**src/rtl/lrsc_pkg.sv**
```systemverilog
package lrsc_pkg;

    typedef enum logic [2:0] {
        CL_OTHER  = 3'd0,
        CL_LR     = 3'd1,
        CL_SC     = 3'd2,
        CL_SYSTEM = 3'd3,
        CL_FP     = 3'd4,
        CL_MULDIV = 3'd5,
        CL_XRET   = 3'd6
    } ret_cls_e;

    typedef struct packed {
        logic     lr;
        logic     sc;
        logic     xret;
        logic     disq;
        logic     counted;
    } ret_ev_t;

    function automatic ret_ev_t decode_ret(input logic valid, input ret_cls_e cls);
        ret_ev_t ev;
        ev.lr      = valid && (cls == CL_LR);
        ev.sc      = valid && (cls == CL_SC);
        ev.xret    = valid && (cls == CL_XRET);
        ev.disq    = valid && (cls == CL_SYSTEM || cls == CL_FP ||
                               cls == CL_MULDIV || cls == CL_XRET);
        ev.counted = valid && (cls != CL_LR) && (cls != CL_SC);
        return ev;
    endfunction

endpackage

```
**src/rtl/lrsc_granule_cmp.sv**
```systemverilog
module lrsc_granule_cmp #(
    parameter int ADDR_W   = 32,
    parameter int GRAN_LG2 = 6
) (
    input  logic [ADDR_W-GRAN_LG2-1:0] held,
    input  logic [ADDR_W-1:0]          probe,
    output logic                       hit
);
    always_comb hit = (probe[ADDR_W-1:GRAN_LG2] == held);
endmodule

```
**src/rtl/lrsc_resv_reg.sv**
```systemverilog
module lrsc_resv_reg #(
    parameter int TAG_W = 26
) (
    input  logic             clk,
    input  logic             rst,
    input  logic             set,
    input  logic [TAG_W-1:0] set_tag,
    input  logic             clear,
    output logic             valid,
    output logic [TAG_W-1:0] tag
);
    always_ff @(posedge clk) begin
        if (rst) begin
            valid <= 1'b0;
            tag   <= '0;
        end else if (set) begin
            valid <= 1'b1;
            tag   <= set_tag;
        end else if (clear) begin
            valid <= 1'b0;
        end
    end

    a_r2_set_takes: assert property (@(posedge clk) disable iff (rst)
        set |=> (valid && tag == $past(set_tag)));
    a_r4_clear_drops: assert property (@(posedge clk) disable iff (rst)
        (clear && !set) |=> !valid);
endmodule

```
**src/rtl/lrsc_window_ctr.sv**
```systemverilog
module lrsc_window_ctr #(
    parameter int WINDOW_MAX = 16
) (
    input  logic clk,
    input  logic rst,
    input  logic start,
    input  logic stop,
    input  logic count_en,
    input  logic disq,
    output logic in_window
);
    localparam int CNT_W = $clog2(WINDOW_MAX + 1);
    localparam logic [CNT_W-1:0] LIMIT = CNT_W'(WINDOW_MAX);

    logic [CNT_W-1:0] cnt;

    always_ff @(posedge clk) begin
        if (rst) begin
            cnt       <= '0;
            in_window <= 1'b0;
        end else if (start) begin
            cnt       <= '0;
            in_window <= 1'b1;
        end else if (stop || disq) begin
            in_window <= 1'b0;
        end else if (count_en && in_window) begin
            if (cnt == LIMIT) in_window <= 1'b0;
            else              cnt <= cnt + 1'b1;
        end
    end

    a_r8_count_bound: assert property (@(posedge clk) disable iff (rst)
        in_window |-> (cnt <= LIMIT));
    a_r9_disq_drops: assert property (@(posedge clk) disable iff (rst)
        (disq && !start) |=> !in_window);
endmodule

```
**src/rtl/lrsc_monitor.sv**
```systemverilog
module lrsc_monitor
    import lrsc_pkg::*;
#(
    parameter int ADDR_W     = 32,
    parameter int GRAN_LG2   = 6,
    parameter int WINDOW_MAX = 16
) (
    input  logic              clk,
    input  logic              rst,
    input  logic              ret_valid,
    input  logic [2:0]        ret_class,
    input  logic [ADDR_W-1:0] ret_addr,
    input  logic              trap_taken,
    input  logic              snoop_valid,
    input  logic [ADDR_W-1:0] snoop_addr,
    output logic              sc_grant,
    output logic              sc_code,
    output logic              resv_valid,
    output logic              in_window
);
    localparam int TAG_W = ADDR_W - GRAN_LG2;

    ret_ev_t          ev;
    logic [TAG_W-1:0] resv_tag;
    logic             sc_match;
    logic             snoop_match;
    logic             snoop_hit;
    logic             kill;

    // A trap discards the instruction presented with it.
    always_comb ev = decode_ret(ret_valid && !trap_taken, ret_cls_e'(ret_class));

    lrsc_granule_cmp #(.ADDR_W(ADDR_W), .GRAN_LG2(GRAN_LG2)) u_sc_cmp (
        .held(resv_tag), .probe(ret_addr), .hit(sc_match));

    lrsc_granule_cmp #(.ADDR_W(ADDR_W), .GRAN_LG2(GRAN_LG2)) u_snoop_cmp (
        .held(resv_tag), .probe(snoop_addr), .hit(snoop_match));

    always_comb begin
        snoop_hit = snoop_valid && resv_valid && snoop_match;
        sc_grant  = ev.sc && resv_valid && sc_match && !snoop_hit;
        sc_code   = !sc_grant;
        kill      = trap_taken || ev.xret || ev.sc || snoop_hit;
    end

    lrsc_resv_reg #(.TAG_W(TAG_W)) u_resv (
        .clk(clk), .rst(rst),
        .set(ev.lr), .set_tag(ret_addr[ADDR_W-1:GRAN_LG2]),
        .clear(kill),
        .valid(resv_valid), .tag(resv_tag));

    lrsc_window_ctr #(.WINDOW_MAX(WINDOW_MAX)) u_win (
        .clk(clk), .rst(rst),
        .start(ev.lr), .stop(kill),
        .count_en(ev.counted), .disq(ev.disq),
        .in_window(in_window));

    a_r3_grant_needs_resv: assert property (@(posedge clk) disable iff (rst)
        sc_grant |-> resv_valid);
    a_r4_sc_clears: assert property (@(posedge clk) disable iff (rst)
        (ret_valid && !trap_taken && ret_class == 3'd2) |=> (!resv_valid && !in_window));
    a_r5_xret_clears: assert property (@(posedge clk) disable iff (rst)
        (ret_valid && !trap_taken && ret_class == 3'd6) |=> !resv_valid);
    a_r6_trap_clears: assert property (@(posedge clk) disable iff (rst)
        trap_taken |=> (!resv_valid && !in_window));
    a_r6_trap_no_grant: assert property (@(posedge clk) disable iff (rst)
        trap_taken |-> !sc_grant);
    a_r2_lr_opens: assert property (@(posedge clk) disable iff (rst)
        (ret_valid && !trap_taken && ret_class == 3'd1) |=> (resv_valid && in_window));
    a_r8_window_implies_resv: assert property (@(posedge clk) disable iff (rst)
        in_window |-> resv_valid);
endmodule

```
**config.mk**
```make
export PLATFORM = sky130hd
export DESIGN_NAME = lrsc_monitor
export DESIGN_NICKNAME = d
export VERILOG_FILES = /design/src/rtl/lrsc_pkg.sv /design/src/rtl/lrsc_granule_cmp.sv /design/src/rtl/lrsc_resv_reg.sv /design/src/rtl/lrsc_window_ctr.sv /design/src/rtl/lrsc_monitor.sv
export SDC_FILE = /design/constraint.sdc
export NUM_CORES = 1
export LEC_CHECK = 0
export ABC_AREA = 1
export BUFFER_PORTS_ARGS = -buffer_cell sky130_fd_sc_hd__buf_2
export CAP_MARGIN = 30
export CORE_MARGIN = 2
export CORE_UTILIZATION = 45
export CTS_CLUSTER_SIZE = 28
export DETAILED_ROUTE_END_ITERATION = 10
export HOLD_SLACK_MARGIN = 0.05
export PLACE_DENSITY = 0.71
export RECOVER_POWER = 25
export SLEW_MARGIN = 20
export SYNTH_ARGS = -nofsm -noshare
export SYNTH_HDL_FRONTEND = slang
export SYNTH_HIERARCHICAL = 1
export SYNTH_SLANG_ARGS = --single-unit
```
**constraint.sdc**
```tcl
create_clock -name clk -period 3.85 [get_ports clk]
set_input_delay 0.385 -clock clk [delete_from_list [all_inputs] [get_ports clk]]
set_output_delay 0.385 -clock clk [all_outputs]
set_load 0.1 [all_outputs]
```
==> flow_metrics.py, run 1 <==
metrics = {
    "timing": {
        "setup_violations": 0,
        "finalCriticalPeriod_ns": 2.36,
        "hold_viol": 0,
        "finalMaxSlewViolations": 20,
        "timing.fmax_mhz": 423,
        "rsz0062_at_grt": "false",
        "final.period_utilization_pct": 61.4,
        "fin_setup_tns_ns": 0,
        "skew_ns": 0.00349,
        "worst_pin_slew_ns": 1.52,
        "maxSlewHeadroom_pct": -1.61,
    },
    "synthesis": {
        "ys_types": 22,
        "synthCells": 459,
        "synth-seq-area-share_pct": 26.2,
        "syn_nets": 533,
        "syn_area_um2": 2520,
        "ys_ff_latch": 33,
        "synth_warnings": 6,
        "avgSynthCellArea_um2": 5.48,
    },
    "clocking": {
        "clockBufferDepth": 2,
        "tritoncts": "done",
        "numCtsBuffers": 5,
        "path_clk_slew_ns": 0.07,
        "worstSkewPairLatency_ns": 0.28,
        "cts_num_sinks": 33,
        "cts_setup_buffers": 0,
        "postCtsHoldBufs": 0,
        "clockRootBuffer": "clkbuf_8",
        "ctsResizeCount": 0,
        "htree_levels": 2,
    },
    "grt": {
        "grt_pass1_vias": 2327,
        "grt_pass1_wl_um": 9430,
        "antenna_found_initial": 0,
        "overflow": 0,
        "grt_max_degree": 28,
        "track_usage_pct": 18.8,
    },
    "worst_hold_path": {
        "min_path_type": "input port to flip-flop",
    },
    "drt": {
        "avgViaCountPerCell": 4.37,
        "wl_per_cell_um": 9.18,
        "routed_wirelength_um": 5450,
        "num_vias": 2597,
        "dr.first_iter.drc_count": 117,
        "drt-pass1-iter-count": 4,
        "ant_nets": 0,
        "drc": 0,
    },
    "floorplan": {
        "die_y_um": 78.8,
        "start_util_pct": 46.3,
        "die-area_um2": 6210,
        "io_pins": 76,
        "placementRows": 27,
        "core_um2": 5440,
        "die_w_um": 78.8,
    },
    "critical_path": {
        "cp_num_buf_inv": 2,
        "endpoint_kind": "output port",
        "arrival_ns": 1.98,
        "cp_top_family": "simple AND/OR/NAND/NOR gates",
        "crit_type": "flip-flop to output port",
        "cpMostUsedCell": "nand2_1",
        "crit_path_cell_trace": "inv_1 > nand2_1 > nand2_1 > nor2_1 > nand2_1 > nor2_1 > nand2_1 > nor2_2 > nand3_1 > nand3b_1 > buf_2",
        "cpPeakStageDelay_ns": 0.42,
        "cp.required_ns": 3.46,
        "slowest_stage": "buf_2",
        "worstPathMaxFanout": 5,
        "worstSetupStartpointType": "flip-flop",
    },
    "placement": {
        "dpl.cell_count": 587,
        "portBuffers": 63,
        "dp_hpwl_um": 4180,
        "place_congestion": 0.837,
    },
    "final_layout": {
        "filler_cell_count": 597,
        "syn_to_final_growth_pct": 16.5,
        "antennaDiodeCount": 0,
        "fin_cells": 594,
        "final_nets": 596,
        "drive_gt1_share_pct": 16.1,
    },
    "pwr": {
        "p_per_area_nw_per_um2": 253,
        "ir_worst_vdd_mv": 0.164,
        "leakage_nw": 1.59,
    },
    "status": {
        "outcome": "finished with violations",
        "violations": "max-capacitance violations, max-slew violations",
    },
    "run": {
        "maxCapViolCount": 1,
    },
}
-- logic make-up (layout without fill, tap and decap cells) --
logic type,after synthesis,in the layout,share of synthesized area [%]
compound gates,34,34,6.91
xor+xnor,14,14,4.87
fa+ha+maj,2,2,0.994
buf+inv,104,167,17.8
flops,33,33,26.2
simple gates,272,272,43.1
-- metrics by stage --
step                      hold WS (ns)  power (mW)  instance area (µm²)  setup WS (ns)  utilization [%]
final                            0.317       0.743                 2930           1.49             53.9
after detailed placement         0.502       0.488                 2850           1.70             52.4
after global routing             0.315       0.785                 2930           1.28             53.9
after floorplan                  0.447       0.435                 2520           1.02                -
after global placement           0.495       0.485                 2850           1.73             52.4
after CTS                        0.308       0.754                 2940           1.47             54.0
-- final timing paths --
kind                         startpoint                         to  slack (ns)  cells after the start
max          u_resv/tag[2]$_SDFFE_PP0P_                    sc_code        1.49                     11
min                                 rst  u_resv/valid$_SDFFE_PP0P_        0.32                      2
max reg2reg  u_resv/tag[2]$_SDFFE_PP0P_  u_win/cnt[3]$_SDFFE_PP0P_        1.94                     16
min reg2reg   u_win/cnt[4]$_SDFFE_PP0P_  u_win/cnt[4]$_SDFFE_PP0P_        0.52                      2
-- sequential cells by signal (all words and copies together), names as in the netlist --
| name | count |
|---|---|
| u_resv/valid | 1 |
| u_resv/tag | 26 |
| u_win/cnt | 5 |
| u_win/in_window | 1 |
-- layer usage --
metal | global-route usage [%] | part of all wire [%]
met2 | 34.2 | 49
met3 | 3.41 | 4.0
met5 | 0 | 0
met1 | 22.2 | 47
met4 | 5.96 | 0.84
-- worst register-to-register path, cell delays in order, from the launching register on --
cell	delay, ns
dfxtp_1	0.39
inv_1	0.05
nand2_1	0.05
nand2_1	0.05
nor2_1	0.11
nand2_1	0.06
nor2_1	0.15
nand2_1	0.10
nor2_2	0.09
nand3_1	0.12
nand3_1	0.15
inv_1	0.05
nand2_1	0.08
nor2_1	0.07
nand2_2	0.11
nand2_1	0.07
a21oi_1	0.14
-- power breakdown --
part / internal, mW / leakage (nW) / switching, mW / total [mW]
Combinational: 0.0554 / 1.28 / 0.0689 / 0.124
Clock: 0.142 / 0.0443 / 0.122 / 0.264
Sequential: 0.348 / 0.267 / 0.00681 / 0.354
-- layout make-up --
cell class              count  area, µm²  area share, %
multi-input cells         322       1410           48.0
flip-flops and latches     33        661           22.5
inverters                  96        368           12.5
repair buffers             64        319           10.9
well taps                  72       90.1           3.07
clock buffers               7       86.3           2.94
-- cells in the mapped netlist --
library cell    n  area share [%]
a21oi_2         1            0.35
nor2_4          2            0.89
nand2_2         3            0.75
nor2_2          5             1.2
nor2_1         97              14
nand3b_1        1            0.30
inv_2           4            0.60
buf_6           5             2.2
nand3_1        11             2.2
inv_1          91              14
nand2_1       150              22
o21ai_1         5            0.99
xnor2_1        14             4.9
dfxtp_1        33              26
nand2_4         1            0.45
buf_8           1            0.60
ha_1            2            0.99
nand4_1         2            0.50
o21ai_0        23             4.6
a21oi_1         5            0.99
inv_8           1            0.45
buf_2           2            0.40
-- layout by cell type (no fill, tap or decap) --
cell type,Yosys,routed
xnor2_1,14,14
buf_2,2,60
nand4_1,2,2
ha_1,2,2
nand2_4,1,1
inv_1,91,91
clkbuf_1,0,4
inv_2,4,4
nand2_2,3,3
nor2_2,5,5
buf_4,0,1
nor2_1,97,97
a21oi_1,5,5
dfxtp_1,33,33
o21ai_0,23,23
nand3b_1,1,1
a21oi_2,1,1
o21ai_1,5,5
nand2_1,150,150
nor2_4,2,2
nand3_1,11,11
clkbuf_8,0,6
inv_8,1,1
(Power assumes the default switching activity.)
==> inputs of run 2 (changes only) <==
==> constraint.sdc (replaced) <==
create_clock -name clk -period 2.31 [get_ports clk]
set_input_delay 0.231 -clock clk [delete_from_list [all_inputs] [get_ports clk]]
set_output_delay 0.231 -clock clk [all_outputs]
set_load 0.1 [all_outputs]
==> run 2 against run 1 <==
Effect of this change:
- the run now ends clean
- final area grew 0.30%
- combinational power grew 69%
- critical path depth is the same
- global-route usage shrank 0.18 points
- sequential share of layout area shrank 0.067 points
- critical path type unchanged
- largest cell class unchanged
- highest routed layer unchanged
==> flow_metrics.py, run 2 (same netlist as run 1, synthesis figures left out) <==
metrics = {
    "final_layout": {
        "final_cell_mix": "nand2_1 (150), nor2_1 (95), inv_1 (91)",
        "final_common_cell": "nand2_1",
        "syn_to_final_growth_pct": 16.8,
        "final_nets": 596,
        "reg_top3": "u_resv/tag (26), u_win/cnt (5)",
        "filler_cell_count": 588,
        "drive_gt1_share_pct": 16.7,
        "top_register": "u_resv/tag",
        "largest_reg_flops": 26,
        "antennaDiodeCount": 0,
        "finalInstanceArea_um2": 2940,
    },
    "floorplan": {
        "start_util_pct": 46.3,
        "placementRows": 27,
        "die-area_um2": 6210,
        "io_pins": 76,
        "core_um2": 5440,
        "die_w_um": 78.8,
        "die_y_um": 78.8,
    },
    "drt": {
        "routed_wirelength_um": 5440,
        "drc": 0,
        "wl_per_cell_um": 9.15,
        "num_vias": 2593,
        "ant_nets": 0,
        "avgViaCountPerCell": 4.37,
        "dr.first_iter.drc_count": 111,
        "drt-pass1-iter-count": 4,
    },
    "clocking": {
        "cts_setup_buffers": 0,
        "clockBufferDepth": 2,
        "clockRootBuffer": "clkbuf_8",
        "numCtsBuffers": 5,
        "htree_levels": 2,
        "tritoncts": "done",
        "cts_num_sinks": 33,
        "path_clk_slew_ns": 0.07,
        "worstSkewPairLatency_ns": 0.28,
    },
    "critical_path": {
        "cp.required_ns": 2.08,
        "endpoint_kind": "output port",
        "worstSetupStartpointType": "flip-flop",
        "r2r_cells": 16,
        "regToRegStartpoint": "u_resv/tag[2]$_SDFFE_PP0P_",
        "arrival_ns": 1.88,
        "worstPathMaxFanout": 5,
        "crit_type": "flip-flop to output port",
        "cp-endpoint": "sc_code",
        "regToRegSetupSlack_ns": 0.43,
        "rr_endpoint": "u_win/cnt[3]$_SDFFE_PP0P_",
        "startpoint": "u_resv/tag[2]$_SDFFE_PP0P_",
    },
    "pwr": {
        "switching_share_pct": 27.1,
        "leakage_nw": 1.59,
        "clock_power_share_pct": 35.8,
        "combPwrFrac_pct": 16.8,
        "pwr-share-seq_pct": 47.5,
        "p_sw_mw": 0.337,
        "ir_worst_vdd_mv": 0.342,
        "p_int_mw": 0.908,
        "p_per_area_nw_per_um2": 423,
    },
    "placement": {
        "dp_hpwl_um": 4070,
        "pre_cts_ws_ns": 0.408,
        "portBuffers": 63,
        "dpl_cell_area_um2": 2850,
        "place_congestion": 0.833,
    },
    "timing": {
        "worst_slack_ns": 0.202,
        "rsz0062_at_grt": "false",
        "fin_setup_tns_ns": 0,
        "finalMaxSlewViolations": 0,
        "setup_violations": 0,
        "hold_viol": 0,
        "finalCriticalPeriod_ns": 2.11,
        "timing.fmax_mhz": 474,
        "final.period_utilization_pct": 91.2,
        "maxSlewHeadroom_pct": 4.89,
        "worst_pin_slew_ns": 1.43,
        "holdWs_ns": 0.160,
        "skew_ns": 0.00454,
    },
    "grt": {
        "grt_max_degree": 30,
        "grt_pass1_vias": 2389,
        "overflow": 0,
        "track_usage_pct": 18.6,
        "grt_pass1_wl_um": 9450,
        "antenna_found_initial": 0,
    },
    "run": {
        "maxCapViolCount": 0,
    },
    "status": {
        "outcome": "finished clean",
    },
    "worst_hold_path": {
        "min_path_type": "input port to flip-flop",
    },
}
[run 2: changes by cell type in the layout (fill, tap and decap cells not counted)]
| cell | delta |
|---|---|
| buf_4 | -1 |
| clkbuf_1 | -1 |
| clkbuf_4 | +2 |
| nor2_1 | -2 |
| nor2_2 | +2 |
[run 2: power by group through the flow]
stage          Clock (mW)  Sequential (mW)  Combinational [mW]
6_report            0.445            0.591               0.209
5_1_grt             0.472            0.593               0.242
4_1_cts             0.457            0.591               0.211
3_5_place_dp            0            0.604               0.210
3_3_place_gp            0            0.603               0.205
2_1_floorplan           0            0.605               0.121
[run 2: worst min path at each step]
stage,cells past startpoint,start,to
global route,2,rst,u_resv/valid$_SDFFE_PP0P_
detailed placement,2,rst,u_resv/valid$_SDFFE_PP0P_
floorplan,1,rst,u_resv/valid$_SDFFE_PP0P_
CTS,2,rst,u_resv/valid$_SDFFE_PP0P_
global placement,2,rst,u_resv/valid$_SDFFE_PP0P_
finish,2,rst,u_resv/valid$_SDFFE_PP0P_
[run 2: final cells by class]
type	count	area, µm²	share of cell area [%]
inverters	96	368	12.5
well taps	72	90.1	3.06
multi-input cells	322	1410	48.0
repair buffers	64	323	11.0
clock buffers	7	86.3	2.94
flip-flops and latches	33	661	22.5
[run 2: critical path, cell delays in order (launching register included)]
cell and delay (ns):
dfxtp_1 0.39, inv_1 0.06, nand2_1 0.05, nand2_1 0.05, nor2_1 0.13, nand2_1 0.07
nor2_1 0.11, nand2_1 0.10, nor2_2 0.09, nand3_1 0.12, nand3b_1 0.11, clkbuf_4 0.33
[run 2: through the flow]
step	std cells	power [mW]	utilization, %
final	594	1.24	54.1
after global routing	594	1.31	54.1
after CTS	594	1.26	54.1
after detailed placement	587	0.814	52.5
after global placement	587	0.808	52.5
after floorplan	459	0.725	-
[run 2: per-layer routing]
| metal | routed length, µm | vias to the layer above | track usage [%] |
|---|---|---|---|
| met5 | 0 | - | 0 |
| li1 | - | 1453 | - |
| met2 | 2690 | 42 | 35.2 |
| met3 | 221 | 6 | 3.52 |
| met4 | 51 | 0 | 4.21 |
| met1 | 2470 | 1092 | 21.4 |
[run 2: repair_timing]
action                     in CTS  in global routing
gates resized for setup         0                  2
setup endpoints to repair       0                  2
hold buffers                    0                  0
